**config.mk**
```make
export PLATFORM = sky130hd
export DESIGN_NAME = rear_clear_engine
export DESIGN_NICKNAME = d
export VERILOG_FILES = /design/src/rtl/rc_pkg.sv /design/src/rtl/rc_regs.sv /design/src/rtl/rc_scan.sv /design/src/rtl/rc_widen.sv /design/src/rtl/rear_clear_engine.sv
export SDC_FILE = /design/constraint.sdc
export NUM_CORES = 1
export LEC_CHECK = 0
export ABC_AREA = 1
export BUFFER_PORTS_ARGS = -buffer_cell sky130_fd_sc_hd__buf_2
export CORE_MARGIN = 2
export CORE_UTILIZATION = 34
export DETAILED_ROUTE_END_ITERATION = 7
export GPL_ROUTABILITY_DRIVEN = 0
export MAX_ROUTING_LAYER = met4
export PLACE_DENSITY = 0.58
export SETUP_SLACK_MARGIN = 0.05
export SYNTH_ARGS = -nofsm -noshare
export SYNTH_HDL_FRONTEND = slang
export SYNTH_HIERARCHICAL = 1
export SYNTH_SLANG_ARGS = --single-unit
```
**constraint.sdc**
```tcl
create_clock -name clk -period 3.02 [get_ports clk]
set_input_delay 0.453 -clock clk [delete_from_list [all_inputs] [get_ports clk]]
set_output_delay 0.453 -clock clk [all_outputs]
set_load 0.01 [all_outputs]
```
**src/rtl/rc_pkg.sv**
```systemverilog
package rc_pkg;

    typedef enum logic [1:0] {
        RSEL_DISP      = 2'd0,
        RSEL_CLR_COLOR = 2'd1,
        RSEL_CLR_DEPTH = 2'd2,
        RSEL_NONE      = 2'd3
    } reg_sel_e;

    localparam int          MODE_BIT   = 14;
    localparam int          ADDR_W     = 19;
    localparam logic [18:0] COLOR_BASE = 19'h40000;
    localparam logic [18:0] DEPTH_BASE = 19'h60000;

endpackage

```
**src/rtl/rc_regs.sv**
```systemverilog
module rc_regs
    import rc_pkg::*;
(
    input  logic        clk,
    input  logic        rst_n,
    input  logic        wr_en,
    input  logic [1:0]  wr_sel,
    input  logic        wr_word,
    input  logic        wr_upper,
    input  logic [31:0] wr_data,
    output logic [15:0] disp_q,
    output logic [14:0] clr_rgb_q,
    output logic [4:0]  clr_alpha_q,
    output logic [14:0] clr_depth_q,
    output logic [7:0]  scroll_x_q,
    output logic [7:0]  scroll_y_q
);

    typedef struct packed {
        logic [15:0] disp;
        logic [14:0] rgb;
        logic [4:0]  alpha;
        logic [14:0] depth;
        logic [7:0]  sx;
        logic [7:0]  sy;
    } regs_t;

    regs_t r_d, r_q;

    always_comb begin
        r_d = r_q;
        if (wr_en) begin
            case (reg_sel_e'(wr_sel))
                RSEL_DISP: begin
                    if (wr_word || !wr_upper) r_d.disp = wr_data[15:0];
                end
                RSEL_CLR_COLOR: begin
                    if (wr_word) begin
                        r_d.rgb   = wr_data[14:0];
                        r_d.alpha = wr_data[20:16];
                    end else if (wr_upper) begin
                        r_d.alpha = wr_data[4:0];
                    end else begin
                        r_d.rgb   = wr_data[14:0];
                    end
                end
                RSEL_CLR_DEPTH: begin
                    if (wr_word) begin
                        r_d.depth = wr_data[14:0];
                        r_d.sx    = wr_data[23:16];
                        r_d.sy    = wr_data[31:24];
                    end else if (wr_upper) begin
                        r_d.sx    = wr_data[7:0];
                        r_d.sy    = wr_data[15:8];
                    end else begin
                        r_d.depth = wr_data[14:0];
                    end
                end
                default: ;
            endcase
        end
    end

    always_ff @(posedge clk or negedge rst_n) begin
        if (!rst_n) r_q <= '0;
        else        r_q <= r_d;
    end

    assign disp_q      = r_q.disp;
    assign clr_rgb_q   = r_q.rgb;
    assign clr_alpha_q = r_q.alpha;
    assign clr_depth_q = r_q.depth;
    assign scroll_x_q  = r_q.sx;
    assign scroll_y_q  = r_q.sy;

endmodule

```
**src/rtl/rc_scan.sv**
```systemverilog
module rc_scan
    import rc_pkg::*;
#(
    parameter int FRAME_W = 256,
    parameter int FRAME_H = 192,
    parameter int IDX_W   = $clog2(FRAME_W * FRAME_H)
) (
    input  logic              clk,
    input  logic              rst_n,
    input  logic              start,
    input  logic              bitmap_sel,
    input  logic [7:0]        scroll_x,
    input  logic [7:0]        scroll_y,
    input  logic [14:0]       solid_rgb,
    input  logic [4:0]        solid_alpha,
    input  logic [14:0]       solid_depth,
    output logic              rd_en,
    output logic [ADDR_W-1:0] col_addr,
    output logic [ADDR_W-1:0] dep_addr,
    output logic              out_valid,
    output logic [IDX_W-1:0]  out_idx,
    output logic              out_bitmap,
    output logic [14:0]       out_rgb,
    output logic [4:0]        out_alpha,
    output logic [14:0]       out_depth,
    output logic              done
);

    localparam int COL_W    = (FRAME_W > 1) ? $clog2(FRAME_W) : 1;
    localparam int ROW_W    = (FRAME_H > 1) ? $clog2(FRAME_H) : 1;
    localparam int LAST_COL = FRAME_W - 1;
    localparam int LAST_ROW = FRAME_H - 1;

    typedef struct packed {
        logic              run;
        logic              bitmap;
        logic [COL_W-1:0]  col;
        logic [ROW_W-1:0]  row;
        logic [IDX_W-1:0]  idx;
        logic [7:0]        xs;
        logic [7:0]        ys;
        logic [14:0]       rgb;
        logic [4:0]        alpha;
        logic [14:0]       depth;
        logic              out_v;
        logic              out_last;
        logic              out_bm;
        logic [IDX_W-1:0]  out_idx;
        logic              done;
    } scan_t;

    scan_t s_d, s_q;
    logic  at_last;
    logic [7:0]  x_cur, y_cur;
    logic [16:0] offset;

    assign at_last = (s_q.col == COL_W'(LAST_COL)) && (s_q.row == ROW_W'(LAST_ROW));

    always_comb begin
        s_d          = s_q;
        s_d.out_v    = 1'b0;
        s_d.out_last = 1'b0;
        s_d.done     = s_q.out_v && s_q.out_last;
        if (!s_q.run) begin
            if (start) begin
                s_d.run    = 1'b1;
                s_d.bitmap = bitmap_sel;
                s_d.col    = '0;
                s_d.row    = '0;
                s_d.idx    = '0;
                s_d.xs     = scroll_x;
                s_d.ys     = scroll_y;
                s_d.rgb    = solid_rgb;
                s_d.alpha  = solid_alpha;
                s_d.depth  = solid_depth;
            end
        end else begin
            s_d.out_v    = 1'b1;
            s_d.out_last = at_last;
            s_d.out_bm   = s_q.bitmap;
            s_d.out_idx  = s_q.idx;
            if (at_last) begin
                s_d.run = 1'b0;
            end else begin
                s_d.idx = s_q.idx + 1'b1;
                if (s_q.col == COL_W'(LAST_COL)) begin
                    s_d.col = '0;
                    s_d.row = s_q.row + 1'b1;
                end else begin
                    s_d.col = s_q.col + 1'b1;
                end
            end
        end
    end

    always_ff @(posedge clk or negedge rst_n) begin
        if (!rst_n) s_q <= '0;
        else        s_q <= s_d;
    end

    // Scroll origin plus position, wrapping at 8 bits in both axes.
    assign x_cur  = s_q.xs + 8'(s_q.col);
    assign y_cur  = s_q.ys + 8'(s_q.row);
    assign offset = {y_cur, x_cur, 1'b0};

    assign rd_en      = s_q.run && s_q.bitmap;
    assign col_addr   = COLOR_BASE + {2'b00, offset};
    assign dep_addr   = DEPTH_BASE + {2'b00, offset};
    assign out_valid  = s_q.out_v;
    assign out_idx    = s_q.out_idx;
    assign out_bitmap = s_q.out_bm;
    assign out_rgb    = s_q.rgb;
    assign out_alpha  = s_q.alpha;
    assign out_depth  = s_q.depth;
    assign done       = s_q.done;

endmodule

```
**src/rtl/rc_widen.sv**
```systemverilog
module rc_widen (
    input  logic [14:0] rgb15,
    input  logic [4:0]  alpha5,
    input  logic [14:0] depth15,
    output logic [31:0] color32,
    output logic [23:0] depth24
);

    localparam int NCHAN  = 3;
    localparam int CH_IN  = 5;
    localparam int CH_OUT = 8;

    genvar ch;
    generate
        for (ch = 0; ch < NCHAN; ch++) begin : g_chan
            logic [CH_IN-1:0] narrow;
            assign narrow = rgb15[ch*CH_IN +: CH_IN];
            assign color32[ch*CH_OUT +: CH_OUT] =
                (narrow == '0) ? 8'h00 : {2'b00, narrow, 1'b1};
        end
    endgenerate

    assign color32[31:24] = {3'b000, alpha5};

    logic [23:0] depth_base;
    logic        depth_bump;

    assign depth_base = {depth15, 9'h1FF};
    assign depth_bump = (depth_base >= 24'h010000) && (depth_base != 24'hFFFFFF);
    assign depth24    = depth_base + {23'd0, depth_bump};

endmodule

```
**src/rtl/rear_clear_engine.sv**
```systemverilog
module rear_clear_engine
    import rc_pkg::*;
#(
    parameter int FRAME_W = 256,
    parameter int FRAME_H = 192,
    parameter int IDX_W   = $clog2(FRAME_W * FRAME_H)
) (
    input  logic              clk,
    input  logic              rst_n,
    input  logic              reg_wr_en,
    input  logic [1:0]        reg_wr_sel,
    input  logic              reg_wr_word,
    input  logic              reg_wr_upper,
    input  logic [31:0]       reg_wr_data,
    output logic [15:0]       disp_ctrl,
    input  logic              start,
    output logic              mem_rd_en,
    output logic [18:0]       mem_col_addr,
    output logic [18:0]       mem_dep_addr,
    input  logic [15:0]       mem_col_data,
    input  logic [15:0]       mem_dep_data,
    output logic              pix_valid,
    output logic [IDX_W-1:0]  pix_index,
    output logic [31:0]       pix_color,
    output logic [23:0]       pix_depth,
    output logic              done
);

    logic [14:0] clr_rgb, clr_depth, snap_rgb, snap_depth;
    logic [4:0]  clr_alpha, snap_alpha;
    logic [7:0]  scroll_x, scroll_y;
    logic        out_bitmap;
    logic [14:0] sel_rgb, sel_depth;
    logic [4:0]  sel_alpha;

    rc_regs u_regs (
        .clk        (clk),
        .rst_n      (rst_n),
        .wr_en      (reg_wr_en),
        .wr_sel     (reg_wr_sel),
        .wr_word    (reg_wr_word),
        .wr_upper   (reg_wr_upper),
        .wr_data    (reg_wr_data),
        .disp_q     (disp_ctrl),
        .clr_rgb_q  (clr_rgb),
        .clr_alpha_q(clr_alpha),
        .clr_depth_q(clr_depth),
        .scroll_x_q (scroll_x),
        .scroll_y_q (scroll_y)
    );

    rc_scan #(
        .FRAME_W(FRAME_W),
        .FRAME_H(FRAME_H),
        .IDX_W  (IDX_W)
    ) u_scan (
        .clk        (clk),
        .rst_n      (rst_n),
        .start      (start),
        .bitmap_sel (disp_ctrl[MODE_BIT]),
        .scroll_x   (scroll_x),
        .scroll_y   (scroll_y),
        .solid_rgb  (clr_rgb),
        .solid_alpha(clr_alpha),
        .solid_depth(clr_depth),
        .rd_en      (mem_rd_en),
        .col_addr   (mem_col_addr),
        .dep_addr   (mem_dep_addr),
        .out_valid  (pix_valid),
        .out_idx    (pix_index),
        .out_bitmap (out_bitmap),
        .out_rgb    (snap_rgb),
        .out_alpha  (snap_alpha),
        .out_depth  (snap_depth),
        .done       (done)
    );

    // Memory data arrives in the same cycle as the staged pixel index.
    assign sel_rgb   = out_bitmap ? mem_col_data[14:0] : snap_rgb;
    assign sel_alpha = out_bitmap ? {5{mem_col_data[15]}} : snap_alpha;
    assign sel_depth = out_bitmap ? mem_dep_data[14:0] : snap_depth;

    rc_widen u_widen (
        .rgb15  (sel_rgb),
        .alpha5 (sel_alpha),
        .depth15(sel_depth),
        .color32(pix_color),
        .depth24(pix_depth)
    );

endmodule

```
==> results, run 1 <==
- The share of post-route cells with drive strength above 1 is 0.249.
- The classification of the worst setup path is register to output pin.
- At the later pin of the worst-skew pair, clock insertion delay measures 0.44 ns.
- After clock tree synthesis, the clock-pin slew on the worst setup and hold paths is 0.08 ns.
- For this run, the number of Yosys warnings is 6.
- The hold-critical path endpoint is u_regs/disp_q[15].
- The reported leakage power is 6.19 nW.
- The largest voltage drop on the vdd net is 333 uV.
- The synthesized design contains 0 enable-type register cells.
- In this run the number of H-tree levels came out at 4.
- The worst max-slew margin expressed relative to the limit is 0.539.
- The type of the worst min-delay path is input pin to register.
- Clock tree synthesis selected as its root buffer the cell sky130_fd_sc_hd__clkbuf_16.
- Timing would allow up to 354 MHz.
- In this run the power density over the cells is 619 nW/um2.
- The count of nets left with antenna violations once routing finished came out at 0.
- The clock drives 172 sinks.
- The leftover overflow at the end of global routing is 0.
- The via density per instance is 4.71.
- The worst register-to-register path ends at u_scan/s_q[91].
- The residual DRC count is 0.
- The initial DRC count is 579.
- The sequential cell area fraction in the yosys report is 0.435.
- The startpoint kind of the worst setup timing path is a register.
- The worst reg-to-reg setup slack is 1.21 ns.
- Setup slack on the critical path of the routed design comes to 0.192 ns.
- The count of vias placed by the detailed router is 8,036.
- By count the netlist is led by 465 x sky130_fd_sc_hd__nand2_1, 172 x sky130_fd_sc_hd__dfrtp_1, 99 x sky130_fd_sc_hd__buf_4.
- By area the synthesized netlist is led by sky130_fd_sc_hd__dfrtp_1 43%, sky130_fd_sc_hd__nand2_1 18%, sky130_fd_sc_hd__buf_4 7.5%.
- STA puts the critical path data arrival time at 2.37 ns.
- The total global-route track usage is 0.171.
- In this run the cell area of the synthesized design comes to 9900 um2.
- The half-perimeter wire length after placement is 17,800 um.
- In the synthesized netlist, the number of instances is 1,224.
- The number of antenna violations at the first check in global routing is 0.
- The synthesized area divided by synthesized cell count is 8.09 um2.
- From left edge to right edge, the die measures 175 um.
- The hold violation count in the final report is 0.
- For this design the top-level I/O count stands at 201.
- For the final routed database, the setup TNS stands at 0 ns.
- Synthesis inferred 172 register bits.
- With fillers left out, the area of the finished cells amounts to 11,300 um2.
- The global routing usage on met3 is 0.0246.
- The max-slew violation total from the final report is 0.
- The worst register-to-register path has a depth of 8.
- The area inside the core boundary is 28,700 um2.
- Counting along the longest clock path gives a buffer depth of 2.
- Port buffering added 184 buffers.
- The run finished with clean final reports.
- The first global-routing pass estimated 40,200 um of wire.
- At the pin with the least slew margin, the transition time is 0.692 ns.
- The floorplan has 62 rows.
- The tool flagged a number of max-cap violations equal to 0.
- After layout, the minimum clock period comes to 2.83 ns.
- The number of buffers inserted during clock tree synthesis is 17.
- The period utilization is 0.936.
- Setup violations remaining at the end of the flow were counted as 0.
- In this run the critical register-to-register path is launched from u_scan/s_q[96].
- The category of the worst setup path capture point is an output pin.
- The die covers 30,500 um2.
- The worst hold path stage count is 3.
- The top cell type by total area after synthesis is sky130_fd_sc_hd__dfrtp_1.
- In the synthesized netlist the dominant register cell turns out to be sky130_fd_sc_hd__dfrtp_1.
- In the final routed layout, each cell accounts on average for 14.7 um.
- The maximum number of pins on one net before global-route repair is 78.
- The most heavily used metal layer in global routing is met2.
- The clock skew is 0.0128 ns.
- The initial utilization of the core area, before any placement, comes to 0.345.
- In this run the worst path has a maximum fanout of 5.
- The worst path required time is 2.57 ns.
- Of the post-synthesis cell area, the dominant cell type holds 0.435.
- In the post-synthesis netlist, the cell with the most instances is sky130_fd_sc_hd__nand2_1.
- In this run the vertical extent of the chip is 175 um.
- The count of cell types in the netlist is 40.
- The number of global-route vias before repair came to 7,402.
- The proportion of synthesized flip-flops having asynchronous set or reset is 1.00.
- The worst hold path begins at reg_wr_data[15].
- The area growth from synthesis to layout is 13.8%.
- The number of antenna diodes in the final layout is 0.
- Prior to clock tree synthesis, the placed netlist has a worst setup slack of 0.288 ns.
- The layout has 2,951 filler cells.
- For this block, the routed nets add up to 25,100 um of wire.
- The final layout net count is 1,402.
- The first TritonRoute pass finished after 5 iterations.
- For met2 alone, demand over resource in global routing was 0.251.
- In this run the cell area measured after placement is 10,500 um2.
- Setup repair after global routing left no endpoint under its margin.
- The CTS tree is yes.
- The global-route met1 utilization is 0.245.
## where the power goes
| group | switching, mW | total (mW) | internal (mW) |
|---|---|---|---|
| clock network | 1.01 | 2.21 | 1.20 |
| registers | 0.324 | 2.99 | 2.67 |
| logic | 1.06 | 1.78 | 0.722 |
| total | 2.39 | 6.98 | 4.59 |
## through the flow
| step | utilization | cells | power [mW] | hold slack, ns |
|---|---|---|---|---|
| floorplan | - | 1236 | 4.35 | 0.157 |
| global placement | 0.364 | 1659 | 4.77 | 0.363 |
| detailed placement | 0.364 | 1659 | 4.80 | 0.364 |
| CTS | 0.387 | 1695 | 7.06 | 0.265 |
| global route | 0.393 | 1707 | 7.45 | 0.276 |
| finish | 0.393 | 1707 | 6.98 | 0.290 |
## flip-flops by register name, indices dropped and copies added, names as in the netlist, 15 cells and up
register,flops
u_scan/s_q,51
u_regs/disp_q,16
u_scan/out_idx,16
u_regs/clr_depth_q,15
u_regs/clr_rgb_q,15
u_scan/out_depth,15
u_scan/out_rgb,15
## repair_timing
| action | in CTS | in global routing |
|---|---|---|
| setup buffers | 2 | 10 |
| gates cloned | 1 | 2 |
| setup endpoints to repair | 2 | 12 |
| resized for setup | 8 | 15 |
| pin swaps | 0 | 5 |
| hold buffers | 1 | 0 |
| endpoints found under the hold margin | 29 | 0 |
## cell type report
cell class	count	area, um2	share of cell area
Clock buffer	19	443	0.0393
Clock inverter	13	150	0.0133
Inverter	62	243	0.0215
Multi-Input combinational cell	841	4390	0.390
Sequential cell	172	4310	0.382
Tap cell	384	480	0.0426
Timing Repair Buffer	215	1250	0.111
Timing Repair inverter	1	7.51	0.000666
## layer usage
| layer | share of wire | routed length (um) |
|---|---|---|
| met5 | 0 | 0 |
| met4 | 0.012 | 297 |
| met2 | 0.45 | 11200 |
| met1 | 0.49 | 12400 |
| met3 | 0.045 | 1130 |
## cells in the final DEF, fill, tap and decap left out, types with 16 or more instances in the layout
cell type | Yosys | layout
sky130_fd_sc_hd__nand3_1 | 72 | 72
sky130_fd_sc_hd__inv_1 | 53 | 53
sky130_fd_sc_hd__o21ai_0 | 17 | 16
sky130_fd_sc_hd__clkbuf_16 | 0 | 18
sky130_fd_sc_hd__mux2_2 | 35 | 35
sky130_fd_sc_hd__ha_1 | 18 | 18
sky130_fd_sc_hd__mux2_1 | 16 | 16
sky130_fd_sc_hd__nand2_1 | 465 | 454
sky130_fd_sc_hd__nor2_1 | 40 | 40
sky130_fd_sc_hd__dfrtp_1 | 172 | 171
sky130_fd_sc_hd__nand4_1 | 65 | 65
sky130_fd_sc_hd__buf_2 | 33 | 183
sky130_fd_sc_hd__buf_4 | 99 | 23
## critical path, stage by stage, from the launching register on
cell,delay (ns)
sky130_fd_sc_hd__dfrtp_2,0.51
sky130_fd_sc_hd__buf_12,0.17
sky130_fd_sc_hd__clkinvlp_4,0.09
sky130_fd_sc_hd__nand2_1,0.07
sky130_fd_sc_hd__nand2_2,0.10
sky130_fd_sc_hd__nand2_1,0.06
sky130_fd_sc_hd__inv_1,0.05
sky130_fd_sc_hd__nand2_1,0.09
sky130_fd_sc_hd__nor2_4,0.19
sky130_fd_sc_hd__nand2_8,0.08
sky130_fd_sc_hd__nand2_4,0.07
sky130_fd_sc_hd__inv_1,0.04
sky130_fd_sc_hd__ha_1,0.18
sky130_fd_sc_hd__xor2_1,0.13
sky130_fd_sc_hd__buf_2,0.13
## kinds of logic (layout without fill, tap and decap cells)
kind of cell,Yosys count,in the layout,share of synthesized area
simple gates,678,679,0.298
mux,51,51,0.0580
xor+xnor,21,21,0.0186
other cells,3,15,0.00114
flops,172,172,0.435
fa+ha+maj,20,20,0.0268
compound gates,55,55,0.0311
buf+inv,224,310,0.132
## worst max-delay path by stage
stage,start,end,slack [ns],cells past startpoint
final,u_scan/out_bitmap,pix_depth[10],0.19,14
after global routing,u_scan/out_bitmap,pix_depth[11],0.02,11
after CTS,u_scan/out_bitmap,pix_depth[10],0.06,13
after detailed placement,u_scan/out_bitmap,pix_depth[10],0.29,13
after global placement,u_scan/out_bitmap,pix_depth[10],0.37,13
after floorplan,u_scan/out_bitmap,pix_depth[10],0.46,14
(Power assumes the default switching activity.)
==> run 2, diff against run 1 <==
--- a/config.mk
+++ b/config.mk
@@ -16,5 +16,4 @@
 export SETUP_SLACK_MARGIN = 0.05
 export SYNTH_ARGS = -nofsm -noshare
 export SYNTH_HDL_FRONTEND = slang
-export SYNTH_HIERARCHICAL = 1
 export SYNTH_SLANG_ARGS = --single-unit
==> run 2 against run 1 <==
First-iteration DRC count rose by 1.2%. Critical endpoint unchanged. Synthesized cell count decreased by 6.7%. Register-to-register slack lost 0.26 ns. Largest cell class is now registers.
==> results, run 2 <==
- Status: finished, final reports clean (unchanged).
- The hold-critical path endpoint is u_regs.scroll_x_q[7] (was u_regs/disp_q[15]).
- The final layout net count is 1,384 (was 1,402).
- The cell area after synthesis was 9200 um2 (was 9900 um2).
- Commonest cells after routing, fill and taps aside: 326 x sky130_fd_sc_hd__nand2_1, 184 x sky130_fd_sc_hd__buf_2, 171 x sky130_fd_sc_hd__dfrtp_1 (was 454 x sky130_fd_sc_hd__nand2_1, 183 x sky130_fd_sc_hd__buf_2, 171 x sky130_fd_sc_hd__dfrtp_1).
- The clock root buffer master is sky130_fd_sc_hd__clkbuf_16 (unchanged).
- The proportion of netlist area held by the largest area contributor is 0.468 (was 0.435).
- The top cell type by total area after synthesis is sky130_fd_sc_hd__dfrtp_1 (unchanged).
- The total global-route track usage is 0.170 (was 0.171).
- The number of global-route vias before repair came to 7,226 (was 7,402).
- The post-synthesis cell count was 1,142 (was 1,224).
- The area of the die is 28,400 um2 (was 30,500 um2).
- The area inside the core boundary came to 26,700 um2 (was 28,700 um2).
- The maximum number of pins on one net before global-route repair is 83 (was 78).
- The minimum setup slack in the final design is 0.187 ns (was 0.192 ns).
- The number of flip-flops under the largest register name came to 51 (unchanged).
- The filler cell count is 2,718 (was 2,951).
- The slew at the pin with the worst max-slew slack is 0.605 ns (was 0.692 ns).
- The worst max-slew margin expressed relative to the limit is 0.596 (was 0.539).
- The count of placed standard cells in the final layout, fillers left out came to 1,647 (was 1,707).
- The count of vias placed by the detailed router was 7,737 (was 8,036).
- The clock latency at the later pin of the worst-skew pair is 0.44 ns (about the same).
- The proportion of synthesized flip-flops having asynchronous set or reset is 1.00 (unchanged).
- The critical hold path startpoint was reg_wr_data[23] (was reg_wr_data[15]).
- The number of enable-type register cells in the synthesized netlist is 0 (unchanged).
- The clock skew is 0.0160 ns (was 0.0128 ns).
- The critical register-to-register path startpoint was u_scan.s_q[96] (was u_scan/s_q[96]).
- The period utilization came to 0.938 (was 0.936).
- The count of TritonRoute iterations in the first routing pass was 5 (unchanged).
- The library cell contributing the largest single delay on the critical path is sky130_fd_sc_hd__dfrtp_2 (unchanged).
- The worst reg2reg path endpoint is u_scan.s_q[97] (was u_scan/s_q[91]).
- The deepest clock path buffer count is 2 (unchanged).
- The largest stage delay on the critical path is 0.51 ns (about the same).
- The number of setup violations in the final report is 0 (unchanged).
- The final core utilization is 0.410 (was 0.393).
- The via density per instance is 4.70 (was 4.71).
- The global-route wire length before repair is 37,400 um (was 40,200 um).
- The leftover overflow at the end of global routing is 0 (unchanged).
- Largest cells by area after synthesis: sky130_fd_sc_hd__dfrtp_1 47%, sky130_fd_sc_hd__nand2_1 14%, sky130_fd_sc_hd__o21ai_0 6.7% (was sky130_fd_sc_hd__dfrtp_1 43%, sky130_fd_sc_hd__nand2_1 18%, sky130_fd_sc_hd__buf_4 7.5%).
- The worst hold path stage count was 3 (unchanged).
- The worst path required time is 2.57 ns (about the same).
- The number of primary I/O pins is 201 (unchanged).
- The count of cell types in the netlist was 37 (was 40).
- The placement row count was 60 (was 62).
- The hold violation count in the final report came to 0 (unchanged).
- RSZ-0062 raised after global routing: false (unchanged).
- The final hold slack came to 0.272 ns (was 0.290 ns).
- The category of the worst setup path capture point is an output pin (unchanged).
- The time the worst path needs with I/O delays and setup is 2.83 ns (about the same).
- The type of the worst min-delay path is input pin to register (unchanged).
- The width of the die came to 168 um (was 175 um).
- The share of post-route cells with drive strength above 1 is 0.241 (was 0.249).
- The number of sinks handled by clock tree synthesis came to 172 (unchanged).
- The arrival time reported for the critical path endpoint is 2.38 ns (was 2.37 ns).
- The CTS tree is yes (unchanged).
- The largest voltage drop on the vdd net came to 425 uV (was 333 uV).
- The peak fanout along the critical path is 9 (was 5).
- The power density over the cells is 480 nW/um2 (was 619 nW/um2).
- The relative area change from synthesis to final layout came to 19.0% (was 13.8%).
- The reported leakage power is 5.96 nW (was 6.19 nW).
- The count of nets left with antenna violations after detail routing came to 0 (unchanged).
- The setup TNS after final layout is 0 ns (unchanged).
- The number of levels in the clock H-tree is 4 (unchanged).
- The most frequent cell after synthesis is sky130_fd_sc_hd__nand2_1 (unchanged).
- The initial DRC count is 586 (was 579).
- The classification of the worst setup path is register to output pin (unchanged).
- Most common library cells after synthesis: 332 x sky130_fd_sc_hd__nand2_1, 172 x sky130_fd_sc_hd__dfrtp_1, 124 x sky130_fd_sc_hd__o21ai_0 (was 465 x sky130_fd_sc_hd__nand2_1, 172 x sky130_fd_sc_hd__dfrtp_1, 99 x sky130_fd_sc_hd__buf_4).
- The max-slew violation total from the final report is 0 (unchanged).
- The sequential cell area fraction in the yosys report is 0.468 (was 0.435).
- The total wire length after detailed routing is 23,100 um (was 25,100 um).
- The achievable frequency is 353 MHz (was 354 MHz).
- The routed wire length per instance is 14.0 um (was 14.7 um).
- The synthesized area divided by synthesized cell count was 8.06 um2 (was 8.09 um2).
- The post-CTS clock slew at the launch and capture registers of the worst setup and hold paths is 0.08 ns (about the same).
- The count of buffers from port buffering is 184 (unchanged).
- The most common cell after layout, fill and taps aside was sky130_fd_sc_hd__nand2_1 (unchanged).
- The most used flip-flop cell after synthesis is sky130_fd_sc_hd__dfrtp_1 (unchanged).
- The height of the die is 168 um (was 175 um).
- The number of buffers inserted during clock tree synthesis was 17 (unchanged).
- The number of cells in the design after placement is 1,596 (was 1,659).
- The number of antenna violations at the first check in global routing is 1 (was 0).
- The setup slack after placement is 0.436 ns (was 0.288 ns).
- The worst reg-to-reg setup slack is 0.95 ns (was 1.21 ns).
- The startpoint kind of the worst setup timing path was a register (unchanged).
- The number of cells traversed by the worst register-to-register path is 10 (was 8).
- The max capacitance violation total is 0 (unchanged).
- The register with the most flip-flops is u_scan.s_q (was u_scan/s_q).
- The flip-flop and latch count after synthesis is 172 (unchanged).
- The number of synthesis warnings is 0 (was 6).
- The starting density of the core is 0.344 (was 0.345).
- The footprint of the multi-input gates was 3910 um2 (was 4390 um2).
- The half-perimeter wire length after placement came to 17,000 um (was 17,800 um).
- Ordered cell list for the critical path: buf_4 > o21ai_1 > nand2_1 > nor2_4 > nand2_4 > inv_4 > nand2_8 > nand2_2 > inv_1 > ha_1 > xor2_1 > buf_2 (was buf_12 > clkinvlp_4 > nand2_1 > nand2_2 > nand2_1 > inv_1 > nand2_1 > nor2_4 > nand2_8 > nand2_4 > inv_1 > ha_1 > xor2_1 > buf_2).
- The residual DRC count came to 0 (unchanged).
- The footprint of the flip-flops and latches is 4310 um2 (unchanged).
==> run 2: metrics by stage <==
| stage | total power [mW] | cell area (um2) |
|---|---|---|
| after floorplan | 2.79 | 9250 |
| after global placement | 2.99 | 10100 |
| after detailed placement | 3.00 | 10100 |
| after CTS | 5.32 | 10800 |
| after global routing | 5.49 | 10900 |
| final | 5.25 | 10900 |
==> run 2: how the worst max path moves through the flow <==
stage / slack (ns) / endpoint / from / cells after the start
after floorplan: 0.62 / pix_depth[10] / u_scan.out_bitmap / 14
after global placement: 0.47 / pix_depth[10] / u_scan.out_bitmap / 13
after detailed placement: 0.44 / pix_depth[10] / u_scan.out_bitmap / 13
after CTS: 0.05 / pix_depth[10] / u_scan.out_bitmap / 12
after global routing: 0.05 / pix_depth[10] / u_scan.out_bitmap / 12
final: 0.19 / pix_depth[10] / u_scan.out_bitmap / 12
==> run 2: layout make-up <==
cell class,instances,area share
diodes,1,0.000229
clock buffers,17,0.0389
clock inverters,15,0.0187
inverters,110,0.0386
multi-input cells,771,0.358
flip-flops and latches,172,0.393
well taps,341,0.0390
repair buffers,219,0.113
repair inverters,1,0.000571
==> run 2: timing repair <==
action / in CTS / in global routing
buffers inserted: 1 / 13
hold buffers: 1 / 0
endpoints found under the hold margin: 48 / 0
gates resized for setup: 3 / 14
cloned: 1 / 2
pin swaps: 1 / 6
endpoints found under the setup margin: 2 / 5
==> run 2: cells by family after synthesis <==
logic type	count (synthesis)	share of synthesized area
mux	23	0.0282
xor+xnor	22	0.0209
fa+ha+maj	20	0.0288
flops	172	0.468
compound gates	177	0.100
other cells	2	0.000816
buf+inv	212	0.117
simple gates	514	0.236
==> run 2: worst max-delay path: cells and delay by family (launching register included) <==
kind | cells | cell delay, ns
flops | 1 | 0.51
xor+xnor | 1 | 0.15
simple gates | 5 | 0.48
fa+ha+maj | 1 | 0.17
buf+inv | 4 | 0.45
compound gates | 1 | 0.16
==> run 2: metal layers <==
metal / track usage / share of wire / up-vias
met2: 0.258 / 0.45 / 191
met1: 0.238 / 0.50 / 3625
met4: 0.0450 / 0.012 / 0
li1: - / - / 3907
met3: 0.0269 / 0.033 / 14
met5: - / 0 / -
==> run 2: where the power goes <==
part           switching, mW  total (mW)  leakage, nW  internal [mW]
Sequential            0.0757        2.55         2.17           2.47
Combinational          0.256       0.403         3.49          0.147
Clock                   1.08        2.30        0.308           1.22
